### src/rtl/varlat_mul_pkg.sv
// Package: shared types for the variable-latency multiplier.
// Assumes nothing beyond IEEE 1800-2017 enums.
package varlat_mul_pkg;

    // Sequencer state
    typedef enum logic [0:0] {
        SEQ_IDLE = 1'b0,
        SEQ_RUN  = 1'b1
    } seq_state_t;

endpackage

### src/rtl/vlm_latency_calc.sv
// Module: vlm_latency_calc
// Computes total operation latency from the timing source operand.
// Unsigned mode marks set bits; signed mode marks positions whose bit
// differs from the one below (bit below position 0 taken as 0).
// Assumes SCAN_BITS < WIDTH. Purely combinational.
module vlm_latency_calc #(
    parameter int WIDTH     = 16,
    parameter int SCAN_BITS = 15,
    parameter int BASE_LAT  = 38,
    parameter int STEP_LAT  = 2,
    localparam int LAT_W    = $clog2(BASE_LAT + STEP_LAT * SCAN_BITS + 1),
    localparam int CNT_W    = $clog2(SCAN_BITS + 1)
) (
    input  logic [WIDTH-1:0] src,
    input  logic             signed_mode,
    output logic [LAT_W-1:0] lat_total
);

    logic [SCAN_BITS-1:0] marks;
    logic [CNT_W-1:0]     mark_cnt;

    // Per-position mark: plain bit or adjacent-bit transition
    for (genvar gi = 0; gi < SCAN_BITS; gi++) begin : g_mark
        if (gi == 0) begin : g_lsb
            assign marks[gi] = src[gi];
        end else begin : g_upper
            assign marks[gi] = signed_mode ? (src[gi] ^ src[gi-1]) : src[gi];
        end
    end

    // Population count of the marks
    always_comb begin
        mark_cnt = '0;
        for (int i = 0; i < SCAN_BITS; i++) begin
            mark_cnt = mark_cnt + CNT_W'(marks[i]);
        end
    end

    // Base plus per-mark increment
    always_comb begin
        lat_total = LAT_W'(BASE_LAT) + LAT_W'(STEP_LAT) * LAT_W'(mark_cnt);
    end

endmodule

### src/rtl/vlm_sequencer.sv
// Module: vlm_sequencer
// Accepts start while idle, counts down the supplied latency, then
// issues a one-cycle capture strobe and a registered done pulse.
// Assumes lat_total >= 1 (always true for BASE_LAT >= 1).
module vlm_sequencer
    import varlat_mul_pkg::*;
#(
    parameter int LAT_W = 7
) (
    input  logic             clk,
    input  logic             rst_n,
    input  logic             start,
    input  logic [LAT_W-1:0] lat_total,
    output logic             accept,
    output logic             capture,
    output logic             busy,
    output logic             done
);

    seq_state_t       state;
    logic [LAT_W-1:0] remain;

    // Accept only in idle; capture on the last counted edge
    always_comb begin
        accept  = (state == SEQ_IDLE) && start;
        capture = (state == SEQ_RUN) && (remain == LAT_W'(1));
    end

    // State, countdown and done pulse
    always_ff @(posedge clk) begin
        if (!rst_n) begin
            state  <= SEQ_IDLE;
            remain <= '0;
            done   <= 1'b0;
        end else begin
            done <= capture;
            if (accept) begin
                state  <= SEQ_RUN;
                remain <= lat_total;
            end else if (state == SEQ_RUN) begin
                remain <= remain - LAT_W'(1);
                if (capture) begin
                    state <= SEQ_IDLE;
                end
            end
        end
    end

    assign busy = (state == SEQ_RUN);

endmodule

### src/rtl/vlm_shift_add.sv
// Module: vlm_shift_add
// Shift-add multiplier on operand magnitudes with a final sign fix.
// Needs WIDTH clocks after load; the caller must not capture earlier.
// Holds the captured product and flags until the next capture.
module vlm_shift_add #(
    parameter int WIDTH = 16,
    localparam int PW   = 2 * WIDTH,
    localparam int SW   = $clog2(WIDTH + 1)
) (
    input  logic             clk,
    input  logic             rst_n,
    input  logic             load,
    input  logic             capture,
    input  logic             signed_mode,
    input  logic [WIDTH-1:0] op_a,
    input  logic [WIDTH-1:0] op_b,
    output logic [PW-1:0]    product,
    output logic             prod_zero,
    output logic             prod_neg
);

    logic [PW-1:0]    mcand;
    logic [WIDTH-1:0] mplier;
    logic [PW-1:0]    acc;
    logic [SW-1:0]    step;
    logic             neg_res;
    logic [WIDTH-1:0] mag_a;
    logic [WIDTH-1:0] mag_b;
    logic [PW-1:0]    result;

    // Operand magnitudes (most negative value maps to 2^(WIDTH-1))
    always_comb begin
        mag_a = (signed_mode && op_a[WIDTH-1]) ? (~op_a + WIDTH'(1)) : op_a;
        mag_b = (signed_mode && op_b[WIDTH-1]) ? (~op_b + WIDTH'(1)) : op_b;
    end

    // Iterative accumulate of shifted multiplicand
    always_ff @(posedge clk) begin
        if (!rst_n) begin
            mcand   <= '0;
            mplier  <= '0;
            acc     <= '0;
            step    <= SW'(WIDTH);
            neg_res <= 1'b0;
        end else if (load) begin
            mcand   <= PW'(mag_a);
            mplier  <= mag_b;
            acc     <= '0;
            step    <= '0;
            neg_res <= signed_mode & (op_a[WIDTH-1] ^ op_b[WIDTH-1]);
        end else if (step != SW'(WIDTH)) begin
            if (mplier[0]) begin
                acc <= acc + mcand;
            end
            mcand  <= mcand << 1;
            mplier <= mplier >> 1;
            step   <= step + SW'(1);
        end
    end

    // Sign fix of the magnitude product
    always_comb begin
        result = neg_res ? (~acc + PW'(1)) : acc;
    end

    // Output register with flags
    always_ff @(posedge clk) begin
        if (!rst_n) begin
            product   <= '0;
            prod_zero <= 1'b0;
            prod_neg  <= 1'b0;
        end else if (capture) begin
            product   <= result;
            prod_zero <= (result == '0);
            prod_neg  <= result[PW-1];
        end
    end

endmodule

### src/rtl/varlat_word_mul.sv
// Module: varlat_word_mul (top)
// Signed/unsigned word multiplier whose completion time depends on the
// bit pattern of src_a. Operands are latched at acceptance; the latency
// is computed from the live inputs in the accepting cycle.
// Assumes BASE_LAT > WIDTH so the datapath finishes before release.
module varlat_word_mul #(
    parameter int WIDTH     = 16,
    parameter int SCAN_BITS = 15,
    parameter int BASE_LAT  = 38,
    parameter int STEP_LAT  = 2,
    localparam int PW       = 2 * WIDTH,
    localparam int LAT_W    = $clog2(BASE_LAT + STEP_LAT * SCAN_BITS + 1)
) (
    input  logic             clk,
    input  logic             rst_n,
    input  logic             start,
    input  logic             signed_mode,
    input  logic [WIDTH-1:0] src_a,
    input  logic [WIDTH-1:0] src_b,
    output logic             busy,
    output logic             done,
    output logic [PW-1:0]    product,
    output logic             prod_zero,
    output logic             prod_neg
);

    logic [LAT_W-1:0] lat_total;
    logic             accept;
    logic             capture;

    // Latency from the timing source operand
    vlm_latency_calc #(
        .WIDTH     (WIDTH),
        .SCAN_BITS (SCAN_BITS),
        .BASE_LAT  (BASE_LAT),
        .STEP_LAT  (STEP_LAT)
    ) u_lat (
        .src         (src_a),
        .signed_mode (signed_mode),
        .lat_total   (lat_total)
    );

    // Acceptance and countdown
    vlm_sequencer #(
        .LAT_W (LAT_W)
    ) u_seq (
        .clk       (clk),
        .rst_n     (rst_n),
        .start     (start),
        .lat_total (lat_total),
        .accept    (accept),
        .capture   (capture),
        .busy      (busy),
        .done      (done)
    );

    // Product datapath
    vlm_shift_add #(
        .WIDTH (WIDTH)
    ) u_dp (
        .clk         (clk),
        .rst_n       (rst_n),
        .load        (accept),
        .capture     (capture),
        .signed_mode (signed_mode),
        .op_a        (src_a),
        .op_b        (src_b),
        .product     (product),
        .prod_zero   (prod_zero),
        .prod_neg    (prod_neg)
    );

endmodule

### config.mk
export PLATFORM = sky130hd
export DESIGN_NAME = varlat_word_mul
export DESIGN_NICKNAME = d
export VERILOG_FILES = /design/src/rtl/varlat_mul_pkg.sv /design/src/rtl/vlm_latency_calc.sv /design/src/rtl/vlm_sequencer.sv /design/src/rtl/vlm_shift_add.sv /design/src/rtl/varlat_word_mul.sv
export SDC_FILE = /design/constraint.sdc
export NUM_CORES = 1
export LEC_CHECK = 0
export BUFFER_PORTS_ARGS = -buffer_cell sky130_fd_sc_hd__buf_4
export CAP_MARGIN = 15
export CORE_UTILIZATION = 46
export DETAILED_ROUTE_END_ITERATION = 10
export PLACE_DENSITY_LB_ADDON = 0.12
export REMOVE_ABC_BUFFERS = 1
export SLEW_MARGIN = 20
export SYNTH_ARGS = -nofsm -noshare
export SYNTH_HDL_FRONTEND = slang
export SYNTH_HIERARCHICAL = 1
export SYNTH_SLANG_ARGS = --single-unit
### constraint.sdc
create_clock -name clk -period 6 [get_ports clk]
set_clock_uncertainty 0.15 [all_clocks]
set_input_delay 0.9 -clock clk [delete_from_list [all_inputs] [get_ports clk]]
set_output_delay 0.9 -clock clk [all_outputs]
set_load 0.05 [all_outputs]
### Word-level counts from Yosys, hierarchy flattened

Cells that the tools add are included.

| cells by class | value |
|---|---|
| add/sub/neg operators | 21 |
| eq/ne operators | 2 |
| mux-type cells | 28 |
| bitwise operators | 21 |
| reductions and logical operators | 9 |

Operator list:

| cell | number |
|---|---|
| 16-bit 2-to-1 mux | 6 |
| 4-bit by 1-bit adder with 4-bit output | 13 |
| 16-bit by 1-bit adder with 16-bit output (second input constant) | 2 |
| 32-bit by 1-bit adder with 32-bit output (second input constant) | 1 |
| 32-bit adder | 1 |
| 32-bit logical NOT | 1 |
| 32-bit 2-to-1 mux | 1 |
| 16-bit NOT | 2 |
| 32-bit NOT | 1 |
| 1-bit 2-to-1 mux | 17 |
| 1-bit bitwise XOR | 15 |
| 7-bit 2-to-1 mux | 2 |
| 5-bit 2-to-1 mux | 2 |
| 6-bit by 5-bit adder with 7-bit output (first input constant) | 1 |
| 7-bit by 1-bit equality test with 1-bit output (second input constant) | 1 |
| 7-bit by 1-bit subtractor with 7-bit output (second input constant) | 1 |
| 5-bit by 1-bit adder with 5-bit output (second input constant) | 1 |
| 5-bit inequality test (second input constant) | 1 |
| 1-bit logical AND | 4 |
| 2-bit nonzero test | 2 |
| 1-bit by 1-bit adder with 2-bit output | 1 |
| 1-bit NOT | 2 |
| 2-bit AND reduction | 1 |
| 2-bit OR reduction | 1 |
| 1-bit AND | 1 |

| word-level totals | value |
|---|---|
| register bits | 129 |
| input bits | 36 |
| logic and storage cells | 94 |

### Longest topological paths before layout

| depth | value |
|---|---|
| word-level depth | 18 |
| mapped depth | 16 |
| gate-level depth less buffers | 15 |

### By module

The synthesis kept the hierarchy.

By module, submodules not included:

| module | instances | cells each | area an instance (µm²) |
|---|---|---|---|
| vlm_shift_add | 1 | 999 | 7604.8 |
| vlm_latency_calc | 1 | 65 | 548.0 |
| vlm_sequencer | 1 | 52 | 490.5 |

### Least setup slack after synthesis

OpenSTA, ideal clock, no wires.

| timing | value |
|---|---|
| path type | input to register |
| start point | input port signed_mode |
| end point | register u_seq.remain[4] |
| setup time | 0.115 ns |
| data arrival time | 5.005 ns |
| data required time | 5.735 ns |
| slack | 0.731 ns |
| stages on the path | 16 |
| path through | buf_4 > nand2_1 > xor2_1 > fa_1 > inv_1 > fa_1 > fa_1 > inv_1 > fa_1 > fa_1 > fa_1 > xnor2_2 > nand2_2 > xnor2_1 > a22o_1 > o21a_1 |

| on the way | value |
|---|---|
| longest elaborated chain between the ends | 17 |

RTL lines:

| item | RTL line | source |
|---|---|---|
| start: declaration | varlat_word_mul.sv:17 | `input logic signed_mode,` |
| 1-bit 2-to-1 mux | vlm_latency_calc.sv:27 | `assign marks[gi] = signed_mode ? (src[gi] ^ src[gi-1]) : src[gi];` |
| 1-bit by 1-bit adder with 2-bit output | vlm_latency_calc.sv:35 | `mark_cnt = mark_cnt + CNT_W'(marks[i]);` |
| 4-bit by 1-bit adder with 4-bit output (12 in series) | vlm_latency_calc.sv:35 |  |
| 4-bit by 1-bit adder with 4-bit output (*) | vlm_latency_calc.sv:35 |  |
| 6-bit by 5-bit adder with 7-bit output (*) | vlm_latency_calc.sv:41 | `lat_total = LAT_W'(BASE_LAT) + LAT_W'(STEP_LAT) * LAT_W'(mark_cnt);` |
| via lat_total[4] | varlat_word_mul.sv:27 | `logic [LAT_W-1:0] lat_total;` |
| 7-bit 2-to-1 mux (*) | vlm_sequencer.sv:37 | `if (accept) begin` |
| end signal: assignment | vlm_sequencer.sv:39 | `remain <= lat_total;` |
| end signal: assignment | vlm_sequencer.sv:41 | `remain <= remain - LAT_W'(1);` |
| end: declaration | vlm_sequencer.sv:21 | `logic [LAT_W-1:0] remain;` |

Mark *: on every way through the listed nets, which the timed path passes. The rest lies on a longest branch.
A chain may end at the register's enable or synchronous reset.

### Final worst setup path

Ends and elaborated chain as after synthesis.

==> out/results.md <==
| Group | Metric | Value |
|:---|:---|:---|
| logic synthesis | Share of the yosys chip area belonging to registers | 0.2965 |
| power and ir drop | IR drop worst, VDD | 0.2219 mV |
| logic synthesis | Flip-flop and latch count after synthesis | 128 |
| sta | Setup TNS Final | 0 ns |
| floorplan | Die H | 139.1 µm |
| floorplan | Die Area | 19340 µm² |
| job | Max_cap viols | 0 |
| setup path | Type of element launching the critical path | input port |
| logic synthesis | Number of instances in the synthesized netlist | 1116 |
| sta | Setup repair after global routing missed its margin | false |
| logic synthesis | Syn avg cell area | 7.745 µm² |
| cts | CTS Root Cell | clkbuf_16 |
| logic synthesis | Number of synthesis warnings | 6 |
| outcome | Result of the run | complete, but fails checks |
| final layout | Most common cell after layout, fill and taps aside | nand2_1 |
| hold path | Class of the tightest hold or removal check | reg2reg |
| final layout | Number of diodes added for antenna fixing | 0 |
| cts | TritonCTS clock tree | done |
| logic synthesis | Commonest register cell after synthesis | dfxtp_1 |
| route | First-pass detailed-route iteration total | 10 |
| final layout | Final non-filler cell total | 1393 |
| final layout | Nets@finish | 1240 |
| setup path | CP max stage delay | 0.54 ns |
| power and ir drop | Cell Int Power | 1.893 mW |
| hold path | Worst min-delay path endpoint | u_dp/prod_zero$_SDFFE_PN0P_ |
| setup path | RR Startpoint | u_dp/acc[1]$_SDFFE_PP0P_ |
| setup path | R2R cell count | 9 |
| cts | Number of buffers added to fix hold violations after cts | 0 |
| logic synthesis | Ys async rst share | 0 |
| cts | Clock slew at the register clock pins of the worst setup and hold paths | 0.06 ns |
| route | WL/cell | 14.78 µm |
| route | Detail Route Antenna Nets | 0 |
| power and ir drop | Clock network fraction of total power | 0.362 |
| route | Routed via count | 7670 |
| cts | Clk Latency, worst-skew pair | 0.42 ns |
| setup path | Most used cell, CP | fa_1 |
| hold path | Hold Crit Depth | 2 |
| global route | Final global-route overflow total | 0 |
| power and ir drop | Leakage dissipation | 4.217 nW |
| power and ir drop | Sw frac | 0.3336 |
| sta | Shortest clock period the worst path allows after layout | 5.115 ns |
| cts | Total CTS buffers | 17 |
| floorplan | Row cnt | 49 |
| sta | Post-route setup slack | 0.8850 ns |
| setup path | Flop-to-flop setup slack | 2.61 ns |
| sta | Final setup viols | 0 |
| logic synthesis | Netlist area before placement | 8643 µm² |
| setup path | Data arrival, critical path | 5.28 ns |
| cts | Buffer levels on the longest clock path | 2 |
| outcome | Violations in the final reports | design-rule violations |
| placement | Number of instances in the placed design | 1360 |
| power and ir drop | Portion of total power attributed to combinational logic | 0.303 |
| power and ir drop | Total power | 2.841 mW |
| final layout | Most frequent cells in the layout | nand2_1 (219), a21oi_1 (133), dfxtp_1 (128), buf_4 (79), xor2_1 (54) |
| hold path | Hold path start | u_dp/prod_zero$_SDFFE_PN0P_ |
| cts | Sink Count | 128 |
| placement | Final Wtd Congestion | 0.9163 |
| floorplan | Area inside the core boundary | 18210 µm² |
| setup path | Delay-heaviest family, CP | adder cells |
| route | Total wirelength of the detailed-routed design | 20590 µm |
| setup path | Sort of element at the end of the critical path | flip-flop |
| power and ir drop | Sequential fraction of design power | 0.335 |
| sta | Worst-Margin Slew | 0.9465 ns |
| sta | Maximum achievable frequency | 195.5 MHz |
| placement | Worst setup slack after placement | 0.4628 ns |
| setup path | Worst Setup Path Type | in2reg |
| power and ir drop | Power per unit of standard cell area | 287.8 nW/µm² |
| cts | H-tree levels | 4 |
| power and ir drop | Switching power total | 947.8 µW |
| setup path | Cell Chain, Critical Path | buf_4, nand2_1, xor2_1, fa_1, inv_1, fa_1, fa_1, inv_1, fa_1, fa_1, fa_1, xnor2_2, nand2_2, xnor2_1, a22o_1, o21a_1 |
| final layout | Final standard cell area without fillers | 9873 µm² |
| floorplan | DIE WIDTH | 139.1 µm |
| route | Drt initial violations | 371 |
| route | DR WL met2 | 9048 µm |
| cts | Number of post-CTS setup repair buffers | 0 |
| global route | Vias in the first global route | 7002 |
| global route | Largest net degree at the start of global routing | 75 |
| cts | Cells resized by post-CTS repair | 0 |
| sta | Worst max-slew margin expressed relative to the limit | 0.3690 |
| global route | Wire length of the first global-routing pass | 35280 µm |
| floorplan | Initial Utilization | 0.4747 |
| route | Met3 WL post-DR | 901 µm |
| placement | DP HPWL | 14820 µm |
| setup path | End of the worst register-to-register path | u_dp/acc[25]$_SDFFE_PP0P_ |
| route | Detailed-routing wirelength on met1 | 10390 µm |
| final layout | Fraction of final layout cells with drive strength greater than 1 | 0.1125 |
| sta | Pins over their slew limit | 0 |
| route | DRC violation count after routing | 8 |
| logic synthesis | Unique cell type count in the Yosys netlist | 70 |
| setup path | Worst EP required | 6.17 ns |
| route | Avg Vias per Cell | 5.506 |
| floorplan | Ports placed on the boundary | 72 |
| setup path | Buf/Inv on CP | 3 |
| global route | Antenna violations before repair | 0 |
| placement | # port buffers | 71 |
| sta | Portion of the clock cycle consumed by the worst path in the final layout | 0.8525 |
| route | Highest metal layer used by the detailed router | met4 |
| final layout | Relative area change from synthesis to final layout | 14.23% |
| logic synthesis | EDFF count, synth | 0 |
| global route | Total GRT Usage | 0.2214 |
| placement | Placement-stage cell area | 9283 µm² |
| setup path | Maximum fanout along the worst path | 21 |
| setup path | Worst-path cell with the longest stage delay | fa_1 |
| sta | Final hold vios | 0 |
[cell usage after synthesis (30+ instances only)]
master      n  area [µm²]
nand2_1   219       822.0
a21oi_1   133       665.6
dfxtp_1   128        2562
xor2_1     54       473.0
clkbuf_1   51       191.4
nor2_1     47       176.4
ha_1       42       525.5
o21ai_0    42       210.2
xnor2_1    42       367.9
nor2b_1    36       225.2
inv_1      31       116.4
o211a_1    30       300.3
[layout make-up]
cell class / count / area [µm²]
Clock inverter: 12 / 132.6
Multi-Input combinational cell: 893 / 5724
Fill cell: 1760 / 8335
Clock buffer: 20 / 446.7
Timing Repair Buffer: 80 / 604.3
Tap cell: 229 / 286.5
Inverter: 31 / 116.4
Sequential cell: 128 / 2562
[cell families after synthesis]
kind of cell | after synthesis | share of synthesized area
xor gates and xnor gates | 97 | 0.09916
other | 1 | 0.0004339
muxes | 5 | 0.005791
adders and majority gates | 53 | 0.08628
AOI/OAI and AO/OA | 310 | 0.2368
and+or+nand+nor | 427 | 0.2313
DFF | 128 | 0.2965
buffers and inverters | 95 | 0.04372
[power groups by stage]
stage	clock (mW)	combinational [mW]	sequential, mW
floorplan	0	0.602	1.02
global placement	0	0.844	0.968
detailed placement	0	0.859	0.969
CTS	1.05	0.864	0.950
global route	1.09	0.984	0.958
finish	1.03	0.862	0.951
[tightest hold or removal path, delay by kind of cell, from the launching register on]
| kind | cells | cell delay (ns) |
|---|---|---|
| and+or+nand+nor | 1 | 0.06 |
| DFF | 1 | 0.31 |
| AOI/OAI and AO/OA | 1 | 0.05 |
[metal layers]
layer | vias to the layer above | GRT usage
met2 | 139 | 0.3416
li1 | 3992 | -
met5 | - | 0
met3 | 18 | 0.03902
met4 | 0 | 0.06374
met1 | 3521 | 0.3144
[sequential cells by signal (all words and copies together) (netlist names)]
signal / cells
u_dp/neg_res: 1
u_dp/step: 5
u_dp/prod_zero: 1
u_dp/mplier: 16
u_dp/mcand: 32
u_dp/acc: 32
u_seq/busy: 1
u_seq/done: 1
u_dp/product: 32
u_seq/remain: 7
[worst max path at each step]
stage                 from                      endpoint  slack, ns  cells past startpoint
6_report       signed_mode  u_seq/remain[4]$_SDFFE_PN0P_       0.89                     16
5_1_grt        signed_mode  u_seq/remain[4]$_SDFFE_PN0P_       0.64                     16
3_5_place_dp   signed_mode  u_seq/remain[4]$_SDFFE_PN0P_       0.46                     16
2_1_floorplan     src_a[0]  u_seq/remain[4]$_SDFFE_PN0P_       0.87                     15
3_3_place_gp   signed_mode  u_seq/remain[4]$_SDFFE_PN0P_       0.51                     16
4_1_cts        signed_mode  u_seq/remain[4]$_SDFFE_PN0P_       0.89                     16
[stage by stage]
step | utilization | hold slack, ns
after detailed placement | 0.5098 | 0.3155
after global routing | 0.5422 | 0.3399
after global placement | 0.5098 | 0.3086
after CTS | 0.5416 | 0.3236
final | 0.5422 | 0.3159
after floorplan | - | 0.2936
No activity file was read; power rests on OpenSTA's default activity.
